===== src/rtl/tw_pkg.sv =====
package tw_pkg;

    typedef enum logic [1:0] {
        TW_IDLE   = 2'd0,
        TW_OUTER  = 2'd1,
        TW_INNER  = 2'd2,
        TW_FINISH = 2'd3
    } tw_state_e;

    typedef enum logic {
        TW_LVL_OUTER = 1'b0,
        TW_LVL_INNER = 1'b1
    } tw_level_e;

    localparam int unsigned TW_VALID_BIT = 0;

endpackage


===== src/rtl/tw_addr_split.sv =====
module tw_addr_split #(
    parameter int unsigned VA_W  = 32,
    parameter int unsigned IDX_W = 10,
    parameter int unsigned OFF_W = 12
) (
    input  logic [VA_W-1:0]  vaddr,
    output logic [IDX_W-1:0] outer_idx,
    output logic [IDX_W-1:0] inner_idx,
    output logic [OFF_W-1:0] offset
);
    localparam int unsigned INNER_LO = OFF_W;
    localparam int unsigned OUTER_LO = OFF_W + IDX_W;

    assign offset    = vaddr[OFF_W-1:0];
    assign inner_idx = vaddr[INNER_LO +: IDX_W];
    assign outer_idx = vaddr[OUTER_LO +: IDX_W];
endmodule


===== src/rtl/tw_entry_dec.sv =====
module tw_entry_dec #(
    parameter int unsigned ENT_W = 32,
    parameter int unsigned OFF_W = 12
) (
    input  logic [ENT_W-1:0]       entry,
    output logic [ENT_W-OFF_W-1:0] frame,
    output logic                   present
);
    import tw_pkg::*;

    logic unused_rsv;

    assign frame      = entry[ENT_W-1:OFF_W];
    assign present    = entry[TW_VALID_BIT];
    // the bits between the flag and the frame number are not decoded
    assign unused_rsv = ^entry[OFF_W-1:TW_VALID_BIT+1];
endmodule


===== src/rtl/tw_entry_addr.sv =====
module tw_entry_addr #(
    parameter int unsigned AW    = 32,
    parameter int unsigned IDX_W = 10,
    parameter int unsigned ENT_W = 32
) (
    input  logic [AW-1:0]    base,
    input  logic [IDX_W-1:0] idx,
    output logic [AW-1:0]    addr
);
    localparam int unsigned ENT_SH = $clog2(ENT_W / 8);

    assign addr = base + (AW'(idx) << ENT_SH);
endmodule


===== src/rtl/tbl_walker.sv =====
module tbl_walker #(
    parameter int unsigned VA_W  = 32,
    parameter int unsigned IDX_W = 10,
    parameter int unsigned OFF_W = 12,
    parameter int unsigned ENT_W = 32
) (
    input  logic             clk,
    input  logic             rst_n,
    input  logic             req_valid,
    output logic             req_ready,
    input  logic [VA_W-1:0]  req_vaddr,
    input  logic [ENT_W-1:0] req_root,
    output logic             mem_rd_valid,
    input  logic             mem_rd_ready,
    output logic [ENT_W-1:0] mem_rd_addr,
    input  logic             mem_rsp_valid,
    input  logic [ENT_W-1:0] mem_rsp_data,
    output logic             rsp_valid,
    output logic [ENT_W-1:0] rsp_paddr,
    output logic             rsp_fault,
    output logic             rsp_fault_lvl
);
    import tw_pkg::*;

    localparam int unsigned AW    = ENT_W;
    localparam int unsigned FRM_W = ENT_W - OFF_W;

    typedef struct packed {
        tw_state_e       state;
        logic            issued;
        logic [VA_W-1:0] vaddr;
        logic [AW-1:0]   base;
        logic [AW-1:0]   paddr;
        logic            fault;
        tw_level_e       lvl;
    } walk_regs_t;

    walk_regs_t r_d, r_q;

    logic [IDX_W-1:0] outer_idx, inner_idx, cur_idx;
    logic [OFF_W-1:0] pg_off;
    logic [FRM_W-1:0] ent_frame;
    logic             ent_present;
    logic             at_table;

    tw_addr_split #(.VA_W(VA_W), .IDX_W(IDX_W), .OFF_W(OFF_W)) u_split (
        .vaddr     (r_q.vaddr),
        .outer_idx (outer_idx),
        .inner_idx (inner_idx),
        .offset    (pg_off)
    );

    tw_entry_dec #(.ENT_W(ENT_W), .OFF_W(OFF_W)) u_dec (
        .entry   (mem_rsp_data),
        .frame   (ent_frame),
        .present (ent_present)
    );

    assign cur_idx = (r_q.state == TW_OUTER) ? outer_idx : inner_idx;

    tw_entry_addr #(.AW(AW), .IDX_W(IDX_W), .ENT_W(ENT_W)) u_eaddr (
        .base (r_q.base),
        .idx  (cur_idx),
        .addr (mem_rd_addr)
    );

    assign at_table = (r_q.state == TW_OUTER) || (r_q.state == TW_INNER);

    always_comb begin
        r_d = r_q;
        unique case (r_q.state)
            TW_IDLE: begin
                if (req_valid) begin
                    r_d.state  = TW_OUTER;
                    r_d.issued = 1'b0;
                    r_d.vaddr  = req_vaddr;
                    r_d.base   = req_root;
                    r_d.paddr  = '0;
                    r_d.fault  = 1'b0;
                    r_d.lvl    = TW_LVL_OUTER;
                end
            end
            TW_OUTER, TW_INNER: begin
                if (!r_q.issued) begin
                    if (mem_rd_ready) r_d.issued = 1'b1;
                end else if (mem_rsp_valid) begin
                    if (!ent_present) begin
                        r_d.state = TW_FINISH;
                        r_d.fault = 1'b1;
                        r_d.lvl   = (r_q.state == TW_INNER) ? TW_LVL_INNER : TW_LVL_OUTER;
                    end else if (r_q.state == TW_OUTER) begin
                        r_d.state  = TW_INNER;
                        r_d.issued = 1'b0;
                        r_d.base   = {ent_frame, {OFF_W{1'b0}}};
                    end else begin
                        r_d.state = TW_FINISH;
                        r_d.paddr = {ent_frame, pg_off};
                    end
                end
            end
            default: r_d.state = TW_IDLE;
        endcase
    end

    always_ff @(posedge clk or negedge rst_n) begin
        if (!rst_n) begin
            r_q <= '{state: TW_IDLE, issued: 1'b0, vaddr: '0, base: '0,
                     paddr: '0, fault: 1'b0, lvl: TW_LVL_OUTER};
        end else begin
            r_q <= r_d;
        end
    end

    assign req_ready     = (r_q.state == TW_IDLE);
    assign mem_rd_valid  = at_table && !r_q.issued;
    assign rsp_valid     = (r_q.state == TW_FINISH);
    assign rsp_paddr     = r_q.paddr;
    assign rsp_fault     = r_q.fault;
    assign rsp_fault_lvl = r_q.lvl;


    rd_hold_chk: assert property (@(posedge clk) disable iff (!rst_n)
        (mem_rd_valid && !mem_rd_ready) |=> (mem_rd_valid && $stable(mem_rd_addr)));


    one_outstanding_chk: assert property (@(posedge clk) disable iff (!rst_n)
        (mem_rd_valid && mem_rd_ready) |=> !mem_rd_valid);


    rsp_pulse_chk: assert property (@(posedge clk) disable iff (!rst_n)
        rsp_valid |=> (!rsp_valid && req_ready));


    accept_busy_chk: assert property (@(posedge clk) disable iff (!rst_n)
        (req_valid && req_ready) |=> (!req_ready && !rsp_valid));


    ok_offset_chk: assert property (@(posedge clk) disable iff (!rst_n)
        (rsp_valid && !rsp_fault) |-> (rsp_paddr[OFF_W-1:0] == pg_off));


    idle_quiet_chk: assert property (@(posedge clk) disable iff (!rst_n)
        req_ready |-> (!mem_rd_valid && !rsp_valid));
endmodule


===== config.mk =====
export PLATFORM = sky130hd
export DESIGN_NAME = tbl_walker
export DESIGN_NICKNAME = d
export VERILOG_FILES = /design/src/rtl/tw_pkg.sv /design/src/rtl/tw_addr_split.sv /design/src/rtl/tw_entry_dec.sv /design/src/rtl/tw_entry_addr.sv /design/src/rtl/tbl_walker.sv
export SDC_FILE = /design/constraint.sdc
export NUM_CORES = 1
export LEC_CHECK = 0
export BUFFER_PORTS_ARGS = -buffer_cell sky130_fd_sc_hd__buf_2
export CAP_MARGIN = 25
export CORE_ASPECT_RATIO = 1.5
export CORE_UTILIZATION = 54
export CTS_BUF_LIST = sky130_fd_sc_hd__clkbuf_8
export CTS_CLUSTER_DIAMETER = 30
export DETAILED_ROUTE_END_ITERATION = 8
export MAX_ROUTING_LAYER = met4
export PLACE_DENSITY = 0.8
export SLEW_MARGIN = 40
export SYNTH_ARGS = -nofsm -noshare
export SYNTH_HDL_FRONTEND = slang
export SYNTH_SLANG_ARGS = --single-unit

===== constraint.sdc =====
create_clock -name clk -period 3.8 [get_ports clk]
set_clock_uncertainty 0.15 [all_clocks]
set_input_delay 0.19 -clock clk [delete_from_list [all_inputs] [get_ports clk]]
set_output_delay 0.19 -clock clk [all_outputs]
set_load 0.05 [all_outputs]

# ---- Word-level counts from Yosys, hierarchy flattened
# Cells that the tools add are included.
dict set report classes {
  n_mux 20
  addsub 1
  n_eq_ne 10
  n_reduce_logical 12
}
# cell count
set op_table {}
lappend op_table {{two-way mux 66 bit} 2}
lappend op_table {{one-hot mux 66 bit (2 select lines)} 1}
lappend op_table {{two-way mux 101 bit} 1}
lappend op_table {{two-way mux 32 bit} 2}
lappend op_table {{two-way mux 64 bit} 1}
lappend op_table {{adder 32 x 12 -> 32 bit} 1}
lappend op_table {{inequality test 2 bit, second input constant} 7}
lappend op_table {{AND reduction 6 bit} 2}
lappend op_table {{two-way mux 10 bit} 1}
lappend op_table {{two-way mux 1 bit} 7}
lappend op_table {{AND reduction 5 bit} 1}
lappend op_table {{== test 2 bit, second input constant} 2}
lappend op_table {{two-way mux 2 bit} 2}
lappend op_table {{one-hot mux 2 bit (2 select lines)} 1}
lappend op_table {{AND reduction 2 bit} 2}
lappend op_table {{two-way mux 3 bit} 1}
lappend op_table {{AND reduction 3 bit} 1}
lappend op_table {{== test 2 x 1 -> 1 bit, second input constant} 1}
lappend op_table {{logical NOT 2 bit} 1}
lappend op_table {{one-hot mux 1 bit (2 select lines)} 1}
lappend op_table {{nonzero test 2 bit} 1}
lappend op_table {{OR reduction 2 bit} 1}
lappend op_table {{logical AND 1 bit} 1}
lappend op_table {{logical NOT 1 bit} 1}
lappend op_table {{logical OR 1 bit} 1}
dict set report totals {
  inputBits 101
  wordCells 50
  out_inout_bits 69
  regBits 101
}

# ---- Logic depth before layout (Yosys ltp)
dict set report logic_depth {
  word_depth 6
  depth_mapped 12
  mapped_depth_nobuf 10
}

# ---- Modules after synthesis
# A second synthesis with hierarchy kept.
dict set report unflattened {
  hier_cells 601
  hier_area_um2 5960.7
}
# mod instances area_each_um2 cells_per_inst seq_area_each_um2
set modules_own_cells {}
lappend modules_own_cells {tbl_walker 1 4683.2 427 2527.4}
lappend modules_own_cells {tw_entry_addr 1 879.6 121 0.0}
lappend modules_own_cells {tw_addr_split 1 240.2 32 0.0}
lappend modules_own_cells {tw_entry_dec 1 157.7 21 0.0}

# ---- Worst setup path after synthesis
# No wires, ideal clock.
dict set report synth_path {
  path_kind {reg-to-output}
  from {register r_q[100] in the netlist's numbering}
  to {output mem_rd_addr[14]}
  stages_incl_launch_ff 13
  arrival_ns 3.570
  slack_ns -0.110
  n_path_buf 2
  required_ns 3.460
  cell_sequence {dfrtp_1 > inv_1 > ha_1 > buf_1 > mux2_2 > ha_1 > fa_1 > a21oi_1 > o22ai_2 > o211ai_2 > clkbuf_8 > a211oi_1 > xor2_1}
}
dict set report synth_via {
  elab_chain_len 3
}
# item line_no
set synth_rtl {}
lappend synth_rtl {{start, declared} tbl_walker.sv:38} ;# walk_regs_t r_d, r_q;
lappend synth_rtl {{start signal, assigned} tbl_walker.sv:107} ;# r_q <= '{state: TW_IDLE, issued: 1'b0, vaddr: '0, base: '0,
lappend synth_rtl {{start signal, assigned} tbl_walker.sv:110} ;# r_q <= r_d;
lappend synth_rtl {{== test 2 x 1 -> 1 bit} tbl_walker.sv:59} ;# assign cur_idx = (r_q.state == TW_OUTER) ? outer_idx : inner_idx;
lappend synth_rtl {{two-way mux 10 bit} tbl_walker.sv:59}
lappend synth_rtl {{adder 32 x 12 -> 32 bit} tw_entry_addr.sv:12} ;# assign addr = base + (AW'(idx) << ENT_SH);
lappend synth_rtl {{end, declared} tbl_walker.sv:15} ;# output logic [ENT_W-1:0] mem_rd_addr,
# Every way passes these cells.

# ---- Final worst setup path
dict set report layout_path {
  from {register r_q[100] in the netlist's numbering}
  to {output mem_rd_addr[20]}
}
# Same word-level chain as after synthesis.

==> metrics <==
clk root buf=clkbuf_8; RSZ-0062 raised after global routing=true; Layout area overhead=32.3%; Top cell by count, worst path=buf_6; ratio of cells with drive above 1 in the final layout=38.8%; mean post-synth cell area=around 10 um2; worst-path cell chain=inv_1, ha_4, buf_6, mux2_2, fa_1, a21oi_2, o22ai_2, o211ai_2, buf_6, a211oi_1, xor2_2, buf_4; TritonCTS Buffers=9; initial antenna violation count=0; Die Wd=~85 um; worst-path maximum fanout=11; Synth Flop Type=dfrtp_1; core area=a little over 10000 um2; max-cap violations=0; area of the die=around 11000 um2; nets@finish=868; Avg WL per Cell=about 17 um; Overflow after GRT=0; fin cells=873; CTS tree=done; Core Util, Final=between 70% and 80%; post-DP HPWL=between 9 and 10 mm; post-route ant nets=0; Crit path arrival time=3360 ps; startpoint types=flip-flop; Iteration-0 DRC Markers=between 200 and 300; final hold slack=-11.8 ps; final instance area=approximately 7400 um2; Clock Sinks=about 100; Routed Wire Length=between 10 and 15 mm; endpoints failing hold=1; sequential fraction of the synthesis area=between 40 and 50%; vias in the first global route=just under 5000; failing checks=negative hold slack; Post-synth EDFFs=0; R2R setup slack=780 ps; DRC=0; GR Util All Layers=between 20% and 30%; Slew @ Worst Pin=between 600 and 700 ps; PortBufs=158; Worst path slowest cell=fa_1; HP Class=in -> reg; WP data required=around 3500 ps; Critical Path Sink Type=output port; Slew HR=between 50% and 60%; row cnt=45; Max Freq=270 MHz; synthesized flop and latch total=101; Max stage delay on crit path=460 ps; YS warnings=0; clock-pin slew on the worst setup and hold paths=100 ps; Clk Latency, worst-skew pair=~370 ps; min Tclk post-route=3700 ps; asr flop ratio synth=between 90% and 100%; H-tree depth=3; Max Slew Vio Count=0; outcome=finished with violations; cell family with most CP delay=buffers and inverters; post-route clock period utilization=97.5%; post-synth cell types=between 40 and 50; Initial Util=between 50% and 60%; clk buf depth=2; placed inst area=6250 um2; crit path buf inv count=4; synthesized cell area=between 5000 and 6000 um2; critical path class=reg -> out; drt pass-1 iters=5; dpl cells=around 780; Final setup viols=0; Mapped Cells=between 500 and 600; first-pass GRT wire length=23.1 mm; Ports=between 150 and 200; die height=127 um; post-synth net total=roughly 670; vias per cell=about 5.5; total number of vias=approximately 4800; largest net degree at the start of global routing=65; placer congestion estimate=between 0.8 and 0.9
[cells in the mapped netlist, types with 2 or more instances]
cell type	n	area, um2
and3_1	2	12.5
buf_4	34	255
o21ai_1	2	10.0
nor3_1	3	15.0
mux2_2	43	484
a211oi_1	7	52.6
o21ai_2	28	245
a2111oi_2	2	30.0
xor2_1	20	175
nand3_1	25	125
nor4_1	2	12.5
clkbuf_1	17	63.8
dfrtp_1	101	2530
xnor2_1	8	70.1
ha_1	15	188
nor2b_1	5	31.3
buf_6	8	90.1
buf_2	2	10.0
and4_1	2	17.5
o21ai_0	25	125
nor2_1	12	45.0
nand2_1	125	469
inv_1	4	15.0
o211ai_1	2	15.0
a21boi_0	18	135
a21oi_1	16	80.1
nand4_1	5	31.3
a2111oi_4	2	55.1
[per-stage QoR]
stage / worst slack, ps / setup TNS, ps
after CTS: 37.0 / 0
after detailed placement: 191 / 0
after floorplan: 63.7 / 0
after global placement: 283 / 0
after global routing: -43.3 / -70.9
final: 96.8 / 0
[timing repair]
item / CTS / global route
resized for setup: 21 / 14
setup endpoints to repair: 17 / 19
pin swaps: 0 / 2
setup buffers: 0 / 2
hold buffers: 77 / 0
hold endpoints to repair: 125 / 0
[worst min-delay path: stages]
cell	delay (ps)
buf_2	80
a21boi_0	70
o21ai_0	140
[registers in the layout, summed over array words and instances, names as in the netlist]
register,count
r_q,67
rsp_fault,1
rsp_paddr,32
rsp_fault_lvl,1
[layout by cell type, fill, tap and decap left out, types with 3 or more instances in the layout]
cell type      count
xor2_2            10
inv_1              5
mux2_2            43
xnor2_1            8
nand2_1          124
ha_4               3
ha_1               9
o21ai_2           28
dlygate4sd3_1     77
a21oi_1           15
o21ai_0           25
a21boi_0          18
clkinvlp_4         3
clkbuf_4           3
nor2_1            11
nand3_1           25
ha_2               3
buf_6              4
nand4_1            5
a211oi_1           5
a2111oi_4          4
dfrtp_1          101
buf_2            143
buf_4             20
nor2b_1            4
xor2_1            10
clkbuf_8           9
[layer usage]
layer / wire [um] / part of all wire [%] / up-vias / GRT usage (%)
met4: 737 / 5.0 / 0 / 15.9
met5: 0 / 0 / - / -
met3: 606 / 4.1 / 54 / 3.32
met2: 7750 / 52 / 188 / 48.5
li1: - / - / 2246 / -
met1: 5750 / 39 / 2329 / 32.7
[area by class of cell]
cell class	count	area (um2)
Antenna cell	1	2.50
Clock buffer	9	124
Clock inverter	6	65.1
Fill cell	718	2680
Inverter	4	15.0
Multi-Input combinational cell	387	2790
Sequential cell	101	2530
Tap cell	117	146
Timing Repair Buffer	248	1720
[path summary, 6_finish.rpt]
kind / depth (start not counted) / startpoint / end
hold reg to reg: 2 / rsp_paddr[6]$_DFFE_PN0P_ / rsp_paddr[6]$_DFFE_PN0P_
hold / removal: 3 / req_root[15] / r_q[49]$_DFFE_PN0P_
min in group asynchronous: 2 / rst_n / rsp_paddr[31]$_DFFE_PN0P_
max in group asynchronous: 3 / rst_n / r_q[77]$_DFFE_PN0P_
setup reg to reg: 8 / r_q[99]$_DFFE_PN0P_ / r_q[65]$_DFFE_PN0P_
setup / recovery: 12 / r_q[100]$_DFFE_PN0P_ / mem_rd_addr[20]
[logic make-up after synthesis]
| kind of cell | share of synthesized area (%) |
|---|---|
| AND/OR/NAND/NOR | 14.6 |
| AO/OA/AOI/OAI | 15.4 |
| flip-flops | 45.2 |
| buffers and inverters | 8.08 |
| multiplexers | 8.66 |
| XOR/XNOR | 4.39 |
| adder cells (fa/ha/maj) | 3.72 |
Power is not shown: default switching activity piles up to over one toggle a cycle in this logic, so the estimate is an artifact.
